==> config.mk <==
export PLATFORM = sky130hd
export DESIGN_NAME = bert_rx_check
export DESIGN_NICKNAME = d
export VERILOG_FILES = /design/src/rtl/bert_rx_pkg.sv /design/src/rtl/bert_rx_ctrl.sv /design/src/rtl/bert_rx_path.sv /design/src/rtl/bert_rx_check.sv
export SDC_FILE = /design/constraint.sdc
export NUM_CORES = 1
export LEC_CHECK = 0
export CAP_MARGIN = 20
export CORE_MARGIN = 4
export CORE_UTILIZATION = 60
export CTS_CLUSTER_SIZE = 14
export DETAILED_ROUTE_END_ITERATION = 16
export DONT_BUFFER_PORTS = 1
export GPL_ROUTABILITY_DRIVEN = 0
export PLACE_DENSITY = 0.81
export SLEW_MARGIN = 20
export SYNTH_ARGS = -nofsm -noshare
export SYNTH_HDL_FRONTEND = slang
export SYNTH_SLANG_ARGS = --single-unit
==> constraint.sdc <==
create_clock -name clk -period 12.65 [get_ports clk]
set_input_delay 1.8975 -clock clk [delete_from_list [all_inputs] [get_ports clk]]
set_output_delay 1.8975 -clock clk [all_outputs]
set_load 0.02 [all_outputs]
==> src/rtl/bert_rx_pkg.sv <==
package bert_rx_pkg;
  localparam int REF_W = 32;
  localparam int SEL_W = $clog2(REF_W);
  localparam int QRSS_TAP_A = 16;
  localparam int QRSS_TAP_B = 19;
  localparam int QRSS_ZERO_RUN = 14;

  typedef struct packed {
    logic loadRef;
    logic seedBit;
    logic checkBit;
    logic clrWin;
    logic countBit;
    logic snap;
  } dpCtl_t;
endpackage

==> src/rtl/bert_rx_ctrl.sv <==
module bert_rx_ctrl
  import bert_rx_pkg::*;
(
  input  logic             clk,
  input  logic             rstN,
  input  logic             testerOn,
  input  logic             loadReq,
  input  logic             bitEn,
  input  logic             pmUpdate,
  input  logic [SEL_W-1:0] lenSel,
  input  logic             lossNext,
  output dpCtl_t           ctl,
  output logic             outOfSync
);
  logic             loadPrev;
  logic [SEL_W-1:0] seedCnt;
  logic             loadRise;
  logic             active;
  logic             seedDone;

  assign loadRise = testerOn & loadReq & ~loadPrev;
  assign active   = testerOn & bitEn;
  assign seedDone = (seedCnt == lenSel);

  always_comb begin
    ctl          = '0;
    ctl.snap     = pmUpdate;
    ctl.countBit = active;
    if (loadRise) begin
      ctl.loadRef = 1'b1;
      ctl.clrWin  = 1'b1;
    end else if (active) begin
      if (outOfSync) begin
        ctl.seedBit = 1'b1;
        ctl.clrWin  = seedDone;
      end else begin
        ctl.checkBit = 1'b1;
        ctl.clrWin   = lossNext;
      end
    end
  end

  always_ff @(posedge clk) begin
    if (!rstN) begin
      loadPrev  <= 1'b0;
      seedCnt   <= '0;
      outOfSync <= 1'b1;
    end else begin
      loadPrev <= loadReq;
      if (loadRise) begin
        outOfSync <= 1'b1;
        seedCnt   <= '0;
      end else if (active) begin
        if (outOfSync) begin
          if (seedDone) begin
            outOfSync <= 1'b0;
            seedCnt   <= '0;
          end else begin
            seedCnt <= seedCnt + SEL_W'(1);
          end
        end else if (lossNext) begin
          outOfSync <= 1'b1;
          seedCnt   <= '0;
        end
      end
    end
  end
endmodule

==> src/rtl/bert_rx_path.sv <==
module bert_rx_path
  import bert_rx_pkg::*;
#(
  parameter int CNT_W    = 32,
  parameter int WIN_LEN  = 64,
  parameter int LOSS_LIM = 6
) (
  input  logic             clk,
  input  logic             rstN,
  input  dpCtl_t           ctl,
  input  logic             rxBit,
  input  logic [SEL_W-1:0] lenSel,
  input  logic [SEL_W-1:0] tapSel,
  input  logic             repMode,
  input  logic             qrssOn,
  output logic             lossNext,
  output logic             errSeen,
  output logic [CNT_W-1:0] bitHold,
  output logic [CNT_W-1:0] errHold
);
  localparam int POP_W = $clog2(WIN_LEN + 1);

  logic [REF_W-1:0]   refReg;
  logic [WIN_LEN-1:0] win;
  logic [POP_W-1:0]   popCnt;
  logic [POP_W-1:0]   popNext;
  logic [CNT_W-1:0]   bitCnt;
  logic [CNT_W-1:0]   errCnt;
  logic               fbRaw;
  logic               fb;
  logic               expBit;
  logic               errNow;
  logic               countErr;

  always_comb begin
    if (qrssOn)       fbRaw = refReg[QRSS_TAP_A] ^ refReg[QRSS_TAP_B];
    else if (repMode) fbRaw = refReg[lenSel];
    else              fbRaw = refReg[lenSel] ^ refReg[tapSel];
    fb     = (!repMode || qrssOn) && (refReg[REF_W-2:0] == '0) ? 1'b1 : fbRaw;
    expBit = (qrssOn && (refReg[QRSS_ZERO_RUN-1:0] == '0)) ? 1'b1 : fb;
  end

  assign errNow   = rxBit ^ expBit;
  assign countErr = ctl.checkBit & errNow;
  assign popNext  = popCnt + POP_W'(errNow) - POP_W'(win[WIN_LEN-1]);
  assign lossNext = (popNext >= POP_W'(LOSS_LIM));
  assign errSeen  = (errCnt != '0);

  always_ff @(posedge clk) begin
    if (!rstN) begin
      refReg <= '1;
    end else if (ctl.loadRef) begin
      refReg <= '1;
    end else if (ctl.seedBit) begin
      refReg <= {refReg[REF_W-2:0], rxBit};
    end else if (ctl.checkBit) begin
      refReg <= {refReg[REF_W-2:0], fb};
    end
  end

  always_ff @(posedge clk) begin
    if (!rstN || ctl.clrWin) begin
      win    <= '0;
      popCnt <= '0;
    end else if (ctl.checkBit) begin
      win    <= {win[WIN_LEN-2:0], errNow};
      popCnt <= popNext;
    end
  end

  always_ff @(posedge clk) begin
    if (!rstN) begin
      bitCnt  <= '0;
      errCnt  <= '0;
      bitHold <= '0;
      errHold <= '0;
    end else if (ctl.snap) begin
      bitHold <= bitCnt;
      errHold <= errCnt;
      bitCnt  <= CNT_W'(ctl.countBit);
      errCnt  <= CNT_W'(countErr);
    end else begin
      if (ctl.countBit && (bitCnt != '1)) bitCnt <= bitCnt + CNT_W'(1);
      if (countErr && (errCnt != '1))     errCnt <= errCnt + CNT_W'(1);
    end
  end
endmodule

==> src/rtl/bert_rx_check.sv <==
module bert_rx_check
  import bert_rx_pkg::*;
#(
  parameter int CNT_W    = 32,
  parameter int WIN_LEN  = 64,
  parameter int LOSS_LIM = 6
) (
  input  logic             clk,
  input  logic             rstN,
  input  logic             testerOn,
  input  logic             loadReq,
  input  logic             bitEn,
  input  logic             rxBit,
  input  logic [SEL_W-1:0] lenSel,
  input  logic [SEL_W-1:0] tapSel,
  input  logic             repMode,
  input  logic             qrssOn,
  input  logic             pmUpdate,
  output logic             outOfSync,
  output logic             errSeen,
  output logic [CNT_W-1:0] bitHold,
  output logic [CNT_W-1:0] errHold
);
  dpCtl_t ctl;
  logic   lossNext;

  bert_rx_ctrl ctrl (
    .clk(clk), .rstN(rstN), .testerOn(testerOn), .loadReq(loadReq),
    .bitEn(bitEn), .pmUpdate(pmUpdate), .lenSel(lenSel),
    .lossNext(lossNext), .ctl(ctl), .outOfSync(outOfSync)
  );

  bert_rx_path #(.CNT_W(CNT_W), .WIN_LEN(WIN_LEN), .LOSS_LIM(LOSS_LIM)) path (
    .clk(clk), .rstN(rstN), .ctl(ctl), .rxBit(rxBit), .lenSel(lenSel),
    .tapSel(tapSel), .repMode(repMode), .qrssOn(qrssOn),
    .lossNext(lossNext), .errSeen(errSeen), .bitHold(bitHold), .errHold(errHold)
  );
endmodule

== Word level (Yosys, flattened, before mapping) ==
Index checks and enable logic that the tools add are counted.

* Output and inout port bits: 66
* Word-level logic and storage cells: 78
* Flip-flop bits (word level): 238
* Input bits: 19

* Reduce and logical (&&, ||, !) cells: 19
* Equal/unequal tests: 3
* Muxes and demuxes: 27
* Add/subtract/negate cells: 5
* Bitwise logic cells: 9
* $lt $le $gt $ge: 3

{| class="wikitable"
|+ Operators by type and width
! kind !! number
|-
| adder 32 x 1 -> 32 bit (second input constant) || 2
|-
| 2-to-1 mux 32 bit || 2
|-
| inequality test 32 bit (second input constant) || 2
|-
| nonzero test 32 bit || 1
|-
| logical NOT 31 bit || 1
|-
| 2-to-1 mux 1 bit || 18
|-
| 2-to-1 mux 5 bit || 3
|-
| logical NOT 14 bit || 1
|-
| less-than comparator 5 x 6 -> 1 bit (second input constant) || 2
|-
| binary-select mux 1 bit (select 5 bit) || 2
|-
| nonzero test 2 bit || 4
|-
| adder 7 x 1 -> 7 bit || 1
|-
| greater-or-equal comparator 7 x 3 -> 1 bit (second input constant) || 1
|-
| subtractor 7 x 1 -> 7 bit || 1
|-
| OR reduction 2 bit || 3
|-
| adder 5 x 1 -> 5 bit (second input constant) || 1
|-
| equality test 5 bit || 1
|-
| bitwise AND 1 bit || 4
|-
| logical AND 1 bit || 4
|-
| 2-to-1 mux 3 bit || 1
|-
| XOR 1 bit || 3
|-
| logical NOT 1 bit || 2
|-
| logical OR 1 bit || 2
|-
| 2-to-1 mux 2 bit || 1
|-
| 2 further kinds || 3
|}

== Depth between registers and ports, before layout ==
Gate-level depths: netlist of run 1.

* Word-level depth: 18
* Depth in mapped cells: 22
* Depth with buffers taken out: 19

== Hierarchy ==
From an unflattened synthesis of run 1, not the netlist that was laid out.

* Cells, all modules: 1129
* Area total of the unflattened synthesis: 10845.4 um^2

{| class="wikitable"
|+ By module, submodules not included
! module !! sequential area each (um^2) !! area each (um^2) !! cells each !! instances
|-
| bert_rx_path || 4624.4 || 10387.5 || 1080 || 1
|-
| bert_rx_ctrl || 140.1 || 457.9 || 49 || 1
|}

== Least setup slack after synthesis of run 1 ==
OpenSTA, ideal clock, no wires.

* Kind: input -> register
* Start point: input tapSel[0]
* End point: register ctrl.seedCnt[0]
* Data arrival time: 6.177 ns
* Library setup time: 0.128 ns
* Cell stages on the path: 21
* Required time: 12.522 ns
* Path slack: 6.346 ns
* Path buffers: 2
* Path through: buf_4 > mux4_2 > mux2i_1 > a221o_1 > a31oi_1 > mux2_4 > nor2_1 > xnor2_1 > ha_1 > inv_1 > fa_1 > nor2b_1 > o21ai_0 > a21boi_0 > o21ai_0 > and3_1 > o211ai_1 > o21ai_1 > o21ai_1 > clkbuf_1 > nor2_1

* Word-level cells in the longest chain between the ends: 13

{| class="wikitable"
|+ Ends and longest elaborated chain
! item !! line !! text
|-
| from (decl) || bert_rx_check.sv:15 || <nowiki>input logic [SEL_W-1:0] tapSel,</nowiki>
|-
| binary-select mux 1 bit (select 5 bit) || bert_rx_path.sv:38 || <nowiki>else fbRaw = refReg[lenSel] ^ refReg[tapSel];</nowiki>
|-
| 2-to-1 mux 1 bit (not written as such) || bert_rx_path.sv:38 ||
|-
| XOR 1 bit || bert_rx_path.sv:38 ||
|-
| 2-to-1 mux 1 bit || bert_rx_path.sv:37 || <nowiki>else if (repMode) fbRaw = refReg[lenSel];</nowiki>
|-
| 2-to-1 mux 1 bit || bert_rx_path.sv:36 || <nowiki>if (qrssOn) fbRaw = refReg[QRSS_TAP_A] ^ refReg[QRSS_TAP_B];</nowiki>
|-
| 2-to-1 mux 1 bit || bert_rx_path.sv:39 || <nowiki>fb = (!repMode || qrssOn) && (refReg[REF_W-2:0] == '0) ? 1'b1 : fbRaw;</nowiki>
|-
| 2-to-1 mux 1 bit || bert_rx_path.sv:40 || <nowiki>expBit = (qrssOn && (refReg[QRSS_ZERO_RUN-1:0] == '0)) ? 1'b1 : fb;</nowiki>
|-
| XOR 1 bit || bert_rx_path.sv:43 || <nowiki>assign errNow = rxBit ^ expBit;</nowiki>
|-
| via path.errNow || bert_rx_path.sv:32 || <nowiki>logic errNow;</nowiki>
|-
| adder 7 x 1 -> 7 bit || bert_rx_path.sv:45 || <nowiki>assign popNext = popCnt + POP_W'(errNow) - POP_W'(win[WIN_LEN-1]);</nowiki>
|-
| subtractor 7 x 1 -> 7 bit || bert_rx_path.sv:45 ||
|-
| greater-or-equal comparator 7 x 3 -> 1 bit || bert_rx_path.sv:46 || <nowiki>assign lossNext = (popNext >= POP_W'(LOSS_LIM));</nowiki>
|-
| nonzero test 2 bit (no line) || n/a ||
|-
| AND reduction 2 bit (no line) || n/a ||
|-
| to (signal assigned) || bert_rx_ctrl.sv:59 || <nowiki>seedCnt <= seedCnt + SEL_W'(1);</nowiki>
|-
| to (decl) || bert_rx_ctrl.sv:16 || <nowiki>logic [SEL_W-1:0] seedCnt;</nowiki>
|}

The timed path passes the listed nets, and every way through them passes these cells. The select of a mux whose other input is x is not followed.
A chain may end at the register's enable or synchronous reset.

== Final worst setup path of run 1 ==
* Start point: input tapSel[0]
* End point: register path.win[26]

* Word-level cells in the longest chain between the ends: 15

{| class="wikitable"
|+ Ends and longest elaborated chain
! item !! line !! text
|-
| binary-select mux 1 bit (select 5 bit) || bert_rx_path.sv:38 ||
|-
| 2-to-1 mux 1 bit (not written as such) || bert_rx_path.sv:38 ||
|-
| XOR 1 bit || bert_rx_path.sv:38 ||
|-
| 2-to-1 mux 1 bit || bert_rx_path.sv:37 ||
|-
| 2-to-1 mux 1 bit || bert_rx_path.sv:36 ||
|-
| 2-to-1 mux 1 bit || bert_rx_path.sv:39 ||
|-
| 2-to-1 mux 1 bit || bert_rx_path.sv:40 ||
|-
| XOR 1 bit || bert_rx_path.sv:43 ||
|-
| via path.errNow || bert_rx_path.sv:32 ||
|-
| adder 7 x 1 -> 7 bit || bert_rx_path.sv:45 ||
|-
| subtractor 7 x 1 -> 7 bit || bert_rx_path.sv:45 ||
|-
| greater-or-equal comparator 7 x 3 -> 1 bit || bert_rx_path.sv:46 ||
|-
| 2-to-1 mux 1 bit || bert_rx_ctrl.sv:33 || <nowiki>if (outOfSync) begin</nowiki>
|-
| 2-to-1 mux 3 bit || bert_rx_ctrl.sv:32 || <nowiki>end else if (active) begin</nowiki>
|-
| 2-to-1 mux 1 bit || bert_rx_ctrl.sv:29 || <nowiki>if (loadRise) begin</nowiki>
|-
| logical OR 1 bit || bert_rx_path.sv:62 || <nowiki>if (!rstN || ctl.clrWin) begin</nowiki>
|-
| to (signal assigned) || bert_rx_path.sv:66 || <nowiki>win <= {win[WIN_LEN-2:0], errNow};</nowiki>
|-
| to (decl) || bert_rx_path.sv:24 || <nowiki>logic [WIN_LEN-1:0] win;</nowiki>
|}

The timed path passes the listed nets, and every way through them passes these cells. The select of a mux whose other input is x is not followed.

==> PnR_summary.wiki, run 1 <==
{| class="wikitable"
! Metric !! Value
|-
| Launch point of the worst reg-to-reg path || path.refReg[16]$_SDFFE_PP1P_
|-
| Worst Path Arrival || roughly 6500 ps
|-
| Max H-tree Level || 1
|-
| Die outline width || between 100 and 150 um
|-
| TritonCTS clock tree || yes
|-
| Critical path required time || 13000 ps
|-
| Cell area after synthesis || about 10000 um^2
|-
| Clock latency of the later-clocked register in the worst-skew pair || roughly 500 ps
|-
| CORE AREA || between 15000 and 20000 um^2
|-
| Result of the run || completed
|-
| Number of buffers inserted during clock tree synthesis || 24
|-
| RSZ-0062 raised after global routing || false
|-
| Slowest stage delay, CP || 570 ps
|-
| Library cell appearing most often on the critical path || sky130_fd_sc_hd__o21ai_0
|-
| Diode insertion count for antenna repair || 0
|-
| Maxcap violations || 0
|-
| Setup violation total in the final timing report || 0
|-
| Synth async-reset ratio || 0%
|-
| Classification of the worst-slack hold path || reg2reg
|-
| Number of failing hold endpoints at the final stage || 0
|-
| Sum of internal, switching and leakage power || roughly 1.6 mW
|-
| Global routing usage summed across all routing layers || between 20% and 30%
|-
| Gates resized, CTS repair || 0
|-
| Port Buffers || 0
|-
| Die footprint || around 20000 um^2
|-
| Syn Inst Count || around 1200
|-
| Post-synth net total || between 1000 and 1500
|-
| Number of violations reported at the end of detailed-routing iteration 0 || 425
|-
| Cell class contributing the biggest share of worst-path delay || compound AO/OA/AOI/OAI gates
|-
| Setup Crit Path Kind || in2reg
|-
| Area share of the leading cell type in the synthesized netlist || between 40% and 50%
|-
| Count of vias placed by the detailed router || 8257
|-
| Count of pins on the block boundary || 85
|-
| Crit end category || flop
|-
| Routed wire length || 22.1 mm
|-
| Number of distinct library cells after synthesis || 54
|-
| Leakage power total || around 4.2 nW
|-
| Average via count per standard cell || between 5 and 6
|-
| Yosys synthesis warning count || 0
|-
| Number of buffers inserted by post-CTS setup repair || 0
|-
| Number of enable flip-flop cells after synthesis || 0
|-
| Dominant synthesized flop cell || sky130_fd_sc_hd__dfxtp_1
|-
| Placed Instance Area || 10600 um^2
|-
| Slew at the pin with the worst max-slew slack || 1050 ps
|-
| Remaining design rule violation count || 0
|-
| Maximum frequency from static timing analysis || about 160 MHz
|-
| Clock transition time at the flip-flop clock pins of the worst setup and hold paths || about 60 ps
|-
| Post-DRT Antenna Nets || 0
|-
| Largest clock skew in the final design || about 6.3 ps
|-
| Clock tree root buffer cell || sky130_fd_sc_hd__clkbuf_16
|-
| First-pass GRT wire length || between 30 and 40 mm
|-
| Number of rows in the core area || between 40 and 50
|-
| Chain of cells forming the critical path || mux4_2 -> mux2i_1 -> a221o_1 -> a31oi_1 -> mux2_4 -> nor2_1 -> xnor2_1 -> ha_1 -> inv_1 -> fa_1 -> nor2b_1 -> o21ai_0 -> a21boi_0 -> o21ai_0 -> and3_1 -> o211ai_1 -> o21ai_1 -> o21ai_4 -> buf_4 -> a21oi_1
|-
| Top cells by area in the synthesized netlist || sky130_fd_sc_hd__dfxtp_1 45%, sky130_fd_sc_hd__nand2_1 8.8%, sky130_fd_sc_hd__mux2i_1 8.0%, sky130_fd_sc_hd__nor2b_1 4.4%, sky130_fd_sc_hd__a21oi_1 4.4%
|-
| Final Slew Violations || 0
|-
| Number of non-filler instances in the completed layout || about 1400
|-
| Post-synthesis to final-layout area growth || 8.86%
|-
| Critical path buffer and inverter count || 2
|-
| HPWL after detailed placement || 14.2 mm
|-
| GRT Residual Overflow || 0
|-
| Startpoint Class || input pin
|-
| Share of layout cells above drive strength 1 || under 10%
|-
| Number of antenna violations at the first check in global routing || 0
|-
| Maximum number of pins on one net before global-route repair || 78
|-
| Sequential cell area fraction in the yosys report || a little under half
|-
| Die span in y || 140 um
|-
| Final net count || roughly 1200
|-
| Number of storage elements in the synthesis netlist || roughly 240
|-
| Cell Count Post-Placement || between 1000 and 1500
|-
| Filler Cell Count || between 1000 and 1500
|-
| DR pass1 iterations || 5
|-
| Largest voltage drop on the vdd net || 102 uV
|-
| Cell area power density || 137 nW/um^2
|-
| Post-DR wirelength/cell || approximately 16 um
|-
| Final core utilization || 66.3%
|-
| Max_slew headroom || about 30%
|-
| Peak fanout along the critical path || 73
|-
| Critical Path Slowest Stage Cell || sky130_fd_sc_hd__buf_4
|-
| Sinks on Clock Net || ~240
|-
| Starting density of the core || 60.9%
|-
| Final period utilization || 48.7%
|-
| Critical path startpoint || tapSel[0]
|-
| Worst hold start || path.win[44]$_SDFFE_PP0P_
|-
| Number of global-route vias before repair || 8025
|-
| Biggest area consumer among synthesized cells || sky130_fd_sc_hd__dfxtp_1
|-
| Final total negative setup slack || 0 ps
|-
| Period minus WS final || between 6000 and 7000 ps
|-
| Synthesized area divided by synthesized cell count || between 8 and 9 um^2
|-
| Hold-fix buffers at CTS || 0
|-
| Deepest clock path buffer count || 3
|-
| Total non-filler cell area in the finished layout || approximately 11000 um^2
|}
report_power, final:
group	leakage (nW)	switching (mW)	internal, mW	total [mW]
logic	1.85	0.0303	0.0261	0.0564
registers	1.92	0.00956	0.756	0.765
clock network	0.415	0.288	0.454	0.742
total	4.18	0.328	1.24	1.56
state kept, by name, indices dropped and copies added (netlist names), 5 cells and up:
register      cells
path.bitCnt      32
path.errHold     32
path.popCnt       7
path.refReg      32
path.win         64
path.errCnt      32
path.bitHold     32
ctrl.seedCnt      5
path summary, 6_finish.rpt:
path / to / slack [ps] / cells past startpoint
max: path.win[26]$_SDFFE_PP0P_ / 6480 / 20
min: path.win[45]$_SDFFE_PP0P_ / 450 / 2
max reg2reg: path.win[26]$_SDFFE_PP0P_ / 7340 / 20
min reg2reg: path.win[45]$_SDFFE_PP0P_ / 450 / 2
cell usage in the layout, fill, tap and decap left out, types with 4 or more instances in the layout:
cell                        netlist  routed
sky130_fd_sc_hd__nand3_1         55      55
sky130_fd_sc_hd__nor2_1          57      57
sky130_fd_sc_hd__xnor2_1         15      15
sky130_fd_sc_hd__xor2_1          28      28
sky130_fd_sc_hd__and4_1          15      15
sky130_fd_sc_hd__and3_1          15      15
sky130_fd_sc_hd__a21oi_1         92      92
sky130_fd_sc_hd__clkbuf_16        0      25
sky130_fd_sc_hd__nand2b_1         4       4
sky130_fd_sc_hd__ha_1            11      11
sky130_fd_sc_hd__o21a_1           5       5
sky130_fd_sc_hd__nor3_1           8       7
sky130_fd_sc_hd__nor2b_1         74      74
sky130_fd_sc_hd__inv_1           29      29
sky130_fd_sc_hd__nand4_1         18      18
sky130_fd_sc_hd__and2_1          13      13
sky130_fd_sc_hd__o21ai_0         26      26
sky130_fd_sc_hd__or3_1           15      14
sky130_fd_sc_hd__nand2_1        246     245
sky130_fd_sc_hd__buf_4            3       9
sky130_fd_sc_hd__clkinv_2         0       7
sky130_fd_sc_hd__bufinv_16        0       4
sky130_fd_sc_hd__a31oi_1          5       5
sky130_fd_sc_hd__o211ai_1        16      16
sky130_fd_sc_hd__nor4_1          14      14
sky130_fd_sc_hd__dfxtp_1        238     238
sky130_fd_sc_hd__mux4_2           9       9
sky130_fd_sc_hd__or4_1           13      13
sky130_fd_sc_hd__mux2i_1         84      84
stage by stage:
step	setup slack (ps)	hold WS [ps]
5_1_grt	6120	470
4_1_cts	6520	450
3_5_place_dp	6010	441
2_1_floorplan	6350	432
3_3_place_gp	6140	437
6_report	6480	450
layer usage:
layer | share of wire (%) | vias up | track usage, % | wire, um
li1 | - | 4102 | - | -
met5 | 0 | - | 0 | 0
met3 | 5.8 | 48 | 4.44 | 1280
met4 | 2.7 | 0 | 6.58 | 600
met2 | 48 | 217 | 37.7 | 10600
met1 | 43 | 3890 | 28.5 | 9620
cell type report:
| class | instances | area (um^2) | area share [%] |
|---|---|---|---|
| Inverter | 29 | 109 | 0.953 |
| Clock inverter | 13 | 171 | 1.50 |
| Multi-Input combinational cell | 876 | 5370 | 47.0 |
| Tap cell | 225 | 282 | 2.46 |
| Sequential cell | 238 | 4760 | 41.7 |
| Clock buffer | 30 | 664 | 5.82 |
| Timing Repair Buffer | 9 | 67.6 | 0.591 |
cell families after synthesis:
kind of cell | share of synthesized area, %
compound gates | 9.45
fa+ha+maj | 1.50
mux | 10.2
xor+xnor | 3.59
buf+inv | 3.70
flops | 45.4
simple gates | 26.2
worst min-delay path: stages (launching register included):
cell	delay, ps
sky130_fd_sc_hd__dfxtp_1	310
sky130_fd_sc_hd__nand2_1	50
sky130_fd_sc_hd__a21oi_1	50
cells in the mapped netlist (4+ instances only):
master                     instances
sky130_fd_sc_hd__or4_1            13
sky130_fd_sc_hd__ha_1             11
sky130_fd_sc_hd__inv_1            29
sky130_fd_sc_hd__nor4_1           14
sky130_fd_sc_hd__o21ai_0          26
sky130_fd_sc_hd__nand2b_1          4
sky130_fd_sc_hd__mux4_2            9
sky130_fd_sc_hd__and4_1           15
sky130_fd_sc_hd__buf_1             7
sky130_fd_sc_hd__or3_1            15
sky130_fd_sc_hd__buf_2             4
sky130_fd_sc_hd__nor3_1            8
sky130_fd_sc_hd__and2_1           13
sky130_fd_sc_hd__o211ai_1         16
sky130_fd_sc_hd__a31oi_1           5
sky130_fd_sc_hd__o21a_1            5
sky130_fd_sc_hd__nand2_1         246
sky130_fd_sc_hd__and3_1           15
sky130_fd_sc_hd__clkbuf_1         56
sky130_fd_sc_hd__a21oi_1          92
sky130_fd_sc_hd__dfxtp_1         238
sky130_fd_sc_hd__mux2i_1          84
sky130_fd_sc_hd__nor2b_1          74
sky130_fd_sc_hd__xnor2_1          15
sky130_fd_sc_hd__nand4_1          18
sky130_fd_sc_hd__nor2_1           57
sky130_fd_sc_hd__nand3_1          55
sky130_fd_sc_hd__xor2_1           28
(Power assumes the default switching activity.)
==> inputs of run 2 (changes only) <==
CORE_UTILIZATION = 57   (was 60)
PLACE_DENSITY = 0.8   (was 0.81)
clock period = 5.1 ns   (was 12.65 ns; I/O delays follow)
==> PnR_summary.wiki, run 2 (synthesis results as in run 1) <==
{| class="wikitable"
! Metric !! Value
|-
| Result of the run || completed
|-
| Number of buffers inserted during clock tree synthesis || 25 (+4.2%)
|-
| Number of global-route vias before repair || 7758 (-3.3%)
|-
| Die outline width || 144 um (+2.4%)
|-
| Final net count || 1214 (+0.41%)
|-
| Crit path depth || 20 (unchanged)
|-
| Sinks on Clock Net || 238 (unchanged)
|-
| Share of layout cells above drive strength 1 || 6.08% (+0.31 points)
|-
| Endpoint of the worst setup timing path || path.win[2]$_SDFFE_PP0P_
|-
| Number of failing hold endpoints at the final stage || 0 (unchanged)
|-
| Starting density of the core || 58.2% (-2.7 points)
|-
| Critical path startpoint || path.refReg[16]$_SDFFE_PP1P_
|-
| Launch point of the worst reg-to-reg path || path.refReg[16]$_SDFFE_PP1P_
|-
| Clock transition time at the flip-flop clock pins of the worst setup and hold paths || 60 ps (about the same)
|-
| Max H-tree Level || 1 (unchanged)
|-
| Die span in y || 144 um (+2.4%)
|-
| Number of antenna violations at the first check in global routing || 0 (unchanged)
|-
| Number of flip-flops under the largest register name || 64 (unchanged)
|-
| Max_slew headroom || 34.7% (+4.8 points)
|-
| Total non-filler cell area in the finished layout || 11500 um^2 (+1.1%)
|-
| CORE AREA || 18000 um^2 (+4.6%)
|-
| Die footprint || 20600 um^2 (+5.0%)
|-
| Maximum number of pins on one net before global-route repair || 75 (-3.8%)
|-
| Remaining design rule violation count || 0 (unchanged)
|-
| Maximum frequency from static timing analysis || 206 MHz
|-
| Final period utilization || between 90 and 100%
|-
| Critical path required time || 5510 ps (-7490 ps)
|-
| Cell class contributing the biggest share of worst-path delay || simple AND/OR/NAND/NOR gates
|-
| Crit end category || flop
|-
| Leakage power total || 4.24 nW (+1.3%)
|-
| Placed Instance Area || 10600 um^2 (+0.35%)
|-
| First-pass GRT wire length || 37.1 mm (-2.2%)
|-
| Cell Count Post-Placement || 1384 (+0.51%)
|-
| Most common library cell in the layout ignoring fill and taps || sky130_fd_sc_hd__nand2_1
|-
| Average via count per standard cell || 5.84 (+0.43%)
|-
| Critical Path Slowest Stage Cell || sky130_fd_sc_hd__or4_1
|-
| DR pass1 iterations || 5 (unchanged)
|-
| Chain of cells forming the critical path || or4_1 -> a2111oi_1 -> nand4_1 -> nor2_1 -> or2_2 -> nor2_1 -> xnor2_2 -> ha_1 -> inv_1 -> fa_1 -> nor2b_1 -> o21ai_0 -> a21boi_1 -> o21ai_0 -> and3_1 -> o211ai_1 -> o21ai_1 -> o21ai_4 -> clkbuf_16 -> a21oi_1
|-
| Largest voltage drop on the vdd net || 327 uV (+220%)
|-
| Register ranked first by flip-flop count || path.win
|-
| Port Buffers || 0 (unchanged)
|-
| Endpoint of the lowest-slack register-to-register path || path.win[2]$_SDFFE_PP0P_
|-
| Global routing usage summed across all routing layers || 21.1% (-0.97 points)
|-
| Final total negative setup slack || 0 ps (unchanged)
|-
| Routed wire length || 22.3 mm (+0.79%)
|-
| Setup Crit Path Kind || reg2reg
|-
| Slew at the pin with the worst max-slew slack || 975 ps (-71.4 ps)
|-
| HPWL after detailed placement || 14.5 mm (+1.9%)
|-
| Clock latency of the later-clocked register in the worst-skew pair || 520 ps (about the same)
|-
| Post-DR wirelength/cell || 15.6 um (+0.16%)
|-
| Startpoint Class || flop
|-
| Worst reg2reg path depth || 20 (unchanged)
|-
| Largest clock skew in the final design || 12.2 ps (+5.97 ps)
|-
| TritonCTS clock tree || yes
|-
| Post-DRT Antenna Nets || 0 (unchanged)
|-
| FF-to-FF setup slack || 250 ps (-7090 ps)
|-
| Clock tree root buffer cell || sky130_fd_sc_hd__clkbuf_16
|-
| Cell area power density || 343 nW/um^2 (+150%)
|-
| Diode insertion count for antenna repair || 0 (unchanged)
|-
| Top library cells by usage in the layout, fill and taps aside || 246 x sky130_fd_sc_hd__nand2_1, 238 x sky130_fd_sc_hd__dfxtp_1, 92 x sky130_fd_sc_hd__a21oi_1
|-
| Classification of the worst-slack hold path || in2reg
|-
| Setup violation total in the final timing report || 0 (unchanged)
|-
| Post-synthesis to final-layout area growth || 10.0%
|-
| Number of non-filler instances in the completed layout || 1429 (+0.63%)
|-
| Worst hold start || loadReq
|-
| Count of vias placed by the detailed router || 8345 (+1.1%)
|-
| GRT Residual Overflow || 0 (unchanged)
|-
| Final Slew Violations || 0 (unchanged)
|-
| Worst Path Arrival || 5260 ps (-1260 ps)
|-
| Deepest clock path buffer count || 3 (unchanged)
|-
| Critical path buffer and inverter count || 2 (unchanged)
|-
| Number of rows in the core area || 49 (+2.1%)
|-
| Number of violations reported at the end of detailed-routing iteration 0 || 505 (+19%)
|-
| Peak fanout along the critical path || 33 (-55%)
|-
| Slowest stage delay, CP || 540 ps (-30 ps)
|-
| Period minus WS final || about 4800 ps
|-
| Count of pins on the block boundary || 85 (unchanged)
|-
| Maxcap violations || 0 (unchanged)
|-
| Hold-fix buffers at CTS || 0 (unchanged)
|}
-- run 2: worst min path at each step --
stage,endpoint,slack (ps),cells after the start
after floorplan,path.win[10]$_SDFFE_PP0P_,430,2
after global placement,path.win[34]$_SDFFE_PP0P_,440,2
after detailed placement,path.win[20]$_SDFFE_PP0P_,440,2
after CTS,ctrl.loadPrev$_SDFF_PN0_,360,1
after global routing,ctrl.loadPrev$_SDFF_PN0_,360,1
final,ctrl.loadPrev$_SDFF_PN0_,370,1
-- run 2: repair_timing --
item / CTS / global route
setup buffers: 0 / 0
resized for setup: 0 / 3
hold endpoints to repair: 0 / 0
endpoints found under the setup margin: 0 / 76
-- run 2: layer usage --
layer  up-vias  track usage [%]  part of all wire, %  wire (um)
met5         -                0                    0          0
met4         0             6.64                  2.5        559
met3        54             4.26                  6.7       1490
met2       240             35.3                   47      10600
met1      3941             27.7                   43       9670
li1       4110                -                    -          -
-- run 2: power breakdown --
part | switching, mW | internal [mW] | leakage (nW)
clock network | 0.711 | 1.20 | 0.432
registers | 0.0229 | 1.88 | 1.92
logic | 0.0788 | 0.0712 | 1.88
-- run 2: layout make-up --
class,instances,area (um^2)
Tap cell,229,287
Clock buffer,36,737
Sequential cell,238,4760
Inverter,29,109
Fill cell,1485,6480
Multi-Input combinational cell,876,5370
Timing Repair Buffer,13,128
Clock inverter,8,150
-- run 2: metrics by stage --
stage	power (mW)	utilization, %	hold slack (ps)	setup WS, ps
floorplan	2.07	-	432	44.4
global placement	2.08	59.0	437	152
detailed placement	2.08	59.0	442	-37.6
CTS	4.00	63.9	358	184
global route	4.09	64.1	357	-4.90
finish	3.96	64.1	375	250
==> inputs of run 3 (changes only) <==
CORE_UTILIZATION = 50   (was 57)
PLACE_DENSITY = 0.73   (was 0.8)
==> PnR_summary.wiki, run 3 (synthesis results as in run 1) <==
{| class="wikitable"
! Metric !! Value
|-
| Clock latency of the later-clocked register in the worst-skew pair || 510 ps (about the same)
|-
| Number of global-route vias before repair || 7604 (-2.0%)
|-
| Post-DR wirelength/cell || 15.1 um (-3.2%)
|-
| Routed wire length || 22.2 mm (-0.59%)
|-
| Number of flip-flops under the largest register name || 64 (unchanged)
|-
| Final period utilization || 93.4% (-1.7 points)
|-
| Startpoint Class || flop
|-
| Final total negative setup slack || 0 ps (unchanged)
|-
| TritonCTS clock tree || yes
|-
| Port Buffers || 0 (unchanged)
|-
| Register ranked first by flip-flop count || path.win
|-
| Final net count || 1213 (-0.082%)
|-
| Peak fanout along the critical path || 35 (+6.1%)
|-
| Number of rows in the core area || 52 (+6.1%)
|-
| Leakage power total || 4.19 nW (-1.1%)
|-
| Post-synthesis to final-layout area growth || 9.53%
|-
| Sinks on Clock Net || 238 (unchanged)
|-
| Maximum number of pins on one net before global-route repair || 76 (+1.3%)
|-
| Post-DRT Antenna Nets || 0 (unchanged)
|-
| Clock transition time at the flip-flop clock pins of the worst setup and hold paths || 60 ps (about the same)
|-
| Clock tree root buffer cell || sky130_fd_sc_hd__clkbuf_16
|-
| Critical path required time || 5450 ps (-60 ps)
|-
| Hold-fix buffers at CTS || 0 (unchanged)
|-
| Largest voltage drop on the vdd net || 342 uV (+4.5%)
|-
| Number of violations reported at the end of detailed-routing iteration 0 || 527 (+4.4%)
|-
| Maximum frequency from static timing analysis || 210 MHz (+1.8%)
|-
| Largest clock skew in the final design || 9.18 ps (-3.05 ps)
|-
| Number of antenna violations at the first check in global routing || 0 (unchanged)
|-
| Gates resized, CTS repair || 0 (unchanged)
|-
| RSZ-0062 raised after global routing || false
|-
| Crit end category || flop
|-
| Count of pins on the block boundary || 85 (unchanged)
|-
| Share of layout cells above drive strength 1 || 5.76% (-0.32 points)
|-
| Starting density of the core || 51.4% (-6.9 points)
|-
| Max H-tree Level || 1 (unchanged)
|-
| Setup violation total in the final timing report || 0 (unchanged)
|-
| Worst reg2reg path depth || 20 (unchanged)
|-
| Remaining design rule violation count || 0 (unchanged)
|-
| HPWL after detailed placement || 14.5 mm (+0.52%)
|-
| CORE AREA || 20400 um^2 (+13%)
|-
| Result of the run || completed
|-
| Average via count per standard cell || 5.61 (-3.9%)
|-
| Die footprint || 23400 um^2 (+13%)
|-
| Global routing usage summed across all routing layers || 18.5% (-2.6 points)
|-
| Period minus WS final || 4760 ps (-85.2 ps)
|-
| DR pass1 iterations || 5 (unchanged)
|-
| Final core utilization || 56.3% (-7.8 points)
|-
| First-pass GRT wire length || 37.7 mm (+1.8%)
|-
| Diode insertion count for antenna repair || 0 (unchanged)
|-
| Number of buffers inserted during clock tree synthesis || 25 (unchanged)
|-
| Deepest clock path buffer count || 3 (unchanged)
|-
| Number of buffers inserted by post-CTS setup repair || 0 (unchanged)
|-
| Worst Path Arrival || 5120 ps (-140 ps)
|-
| Die outline width || 153 um (+6.4%)
|-
| Number of failing hold endpoints at the final stage || 0 (unchanged)
|-
| Cell area power density || 327 nW/um^2 (-4.7%)
|-
| Die span in y || 153 um (+6.4%)
|-
| Count of vias placed by the detailed router || 8237 (-1.3%)
|-
| Slew at the pin with the worst max-slew slack || 989 ps (+13.3 ps)
|-
| GRT Residual Overflow || 0 (unchanged)
|-
| Top library cells by usage in the layout, fill and taps aside || 245 x sky130_fd_sc_hd__nand2_1, 238 x sky130_fd_sc_hd__dfxtp_1, 92 x sky130_fd_sc_hd__a21oi_1
|-
| Classification of the worst-slack hold path || in2reg
|-
| Most common library cell in the layout ignoring fill and taps || sky130_fd_sc_hd__nand2_1
|-
| Final Slew Violations || 0 (unchanged)
|-
| Cells on Worst Hold Path || 1 (unchanged)
|-
| Setup Crit Path Kind || reg2reg
|-
| Max_slew headroom || 33.8% (-0.89 points)
|-
| Maxcap violations || 0 (unchanged)
|}
## run 3: changes by cell type in the layout (fill, tap and decap cells not counted), moves of 2 or more
cell                        delta
sky130_fd_sc_hd__clkbuf_8      -5
sky130_fd_sc_hd__bufinv_16     -2
sky130_fd_sc_hd__clkinv_2      +5
sky130_fd_sc_hd__clkbuf_1      +3
sky130_fd_sc_hd__buf_4         -2
## run 3: area by class of cell
type / instances / area, um^2
Inverter: 29 / 109
Multi-Input combinational cell: 876 / 5380
Clock inverter: 8 / 90.1
Fill cell: 1801 / 8930
Sequential cell: 238 / 4760
Tap cell: 270 / 338
Timing Repair Buffer: 12 / 135
Clock buffer: 34 / 679
## run 3: path summary, 6_finish.rpt
path	from	slack, ps	to
min	loadReq	390	ctrl.loadPrev$_SDFF_PN0_
max	path.refReg[16]$_SDFFE_PP1P_	340	path.popCnt[1]$_SDFFE_PP0P_
max reg2reg	path.refReg[16]$_SDFFE_PP1P_	340	path.popCnt[1]$_SDFFE_PP0P_
min reg2reg	path.win[36]$_SDFFE_PP0P_	450	path.win[37]$_SDFFE_PP0P_
## run 3: metrics by stage
stage                     setup WS [ps]  total power, mW  hold slack (ps)  instances  instance area (um^2)
after floorplan                    44.4             2.07              432       1213                 10500
after global placement              176             2.08              437       1424                 10700
after detailed placement           55.1             2.08              445       1424                 10700
after CTS                           288             3.80              360       1466                 11500
after global routing               36.1             3.91              371       1467                 11500
final                               336             3.76              385       1467                 11500
## run 3: worst max-delay path: stages, from the launching register on
cell and delay [ps]:
sky130_fd_sc_hd__dfxtp_1 370, sky130_fd_sc_hd__or4_1 550, sky130_fd_sc_hd__a2111oi_1 450, sky130_fd_sc_hd__nand4_1 190, sky130_fd_sc_hd__nor2_1 190, sky130_fd_sc_hd__or2_2 210, sky130_fd_sc_hd__nor2_1 80, sky130_fd_sc_hd__xnor2_2 210
sky130_fd_sc_hd__ha_1 220, sky130_fd_sc_hd__inv_1 60, sky130_fd_sc_hd__fa_1 400, sky130_fd_sc_hd__nor2b_1 130, sky130_fd_sc_hd__o21ai_0 90, sky130_fd_sc_hd__a21boi_0 260, sky130_fd_sc_hd__o21ai_0 150, sky130_fd_sc_hd__and3_1 210
sky130_fd_sc_hd__o211ai_1 240, sky130_fd_sc_hd__o21ai_2 110, sky130_fd_sc_hd__o21ai_4 210, sky130_fd_sc_hd__buf_12 220, sky130_fd_sc_hd__a211oi_1 70
## run 3: per-layer routing
layer	routed length (um)	global-route usage [%]	part of all wire, %	up-vias
li1	-	-	-	4104
met1	10000	24.8	45	3885
met2	10200	30.2	46	210
met3	1420	4.38	6.4	38
met4	531	5.18	2.4	0
met5	0	0	0	-
## run 3: power by group
part / total, mW / internal (mW) / switching (mW)
clock: 1.71 / 1.03 / 0.686
combinational: 0.149 / 0.0720 / 0.0774
sequential: 1.90 / 1.88 / 0.0230
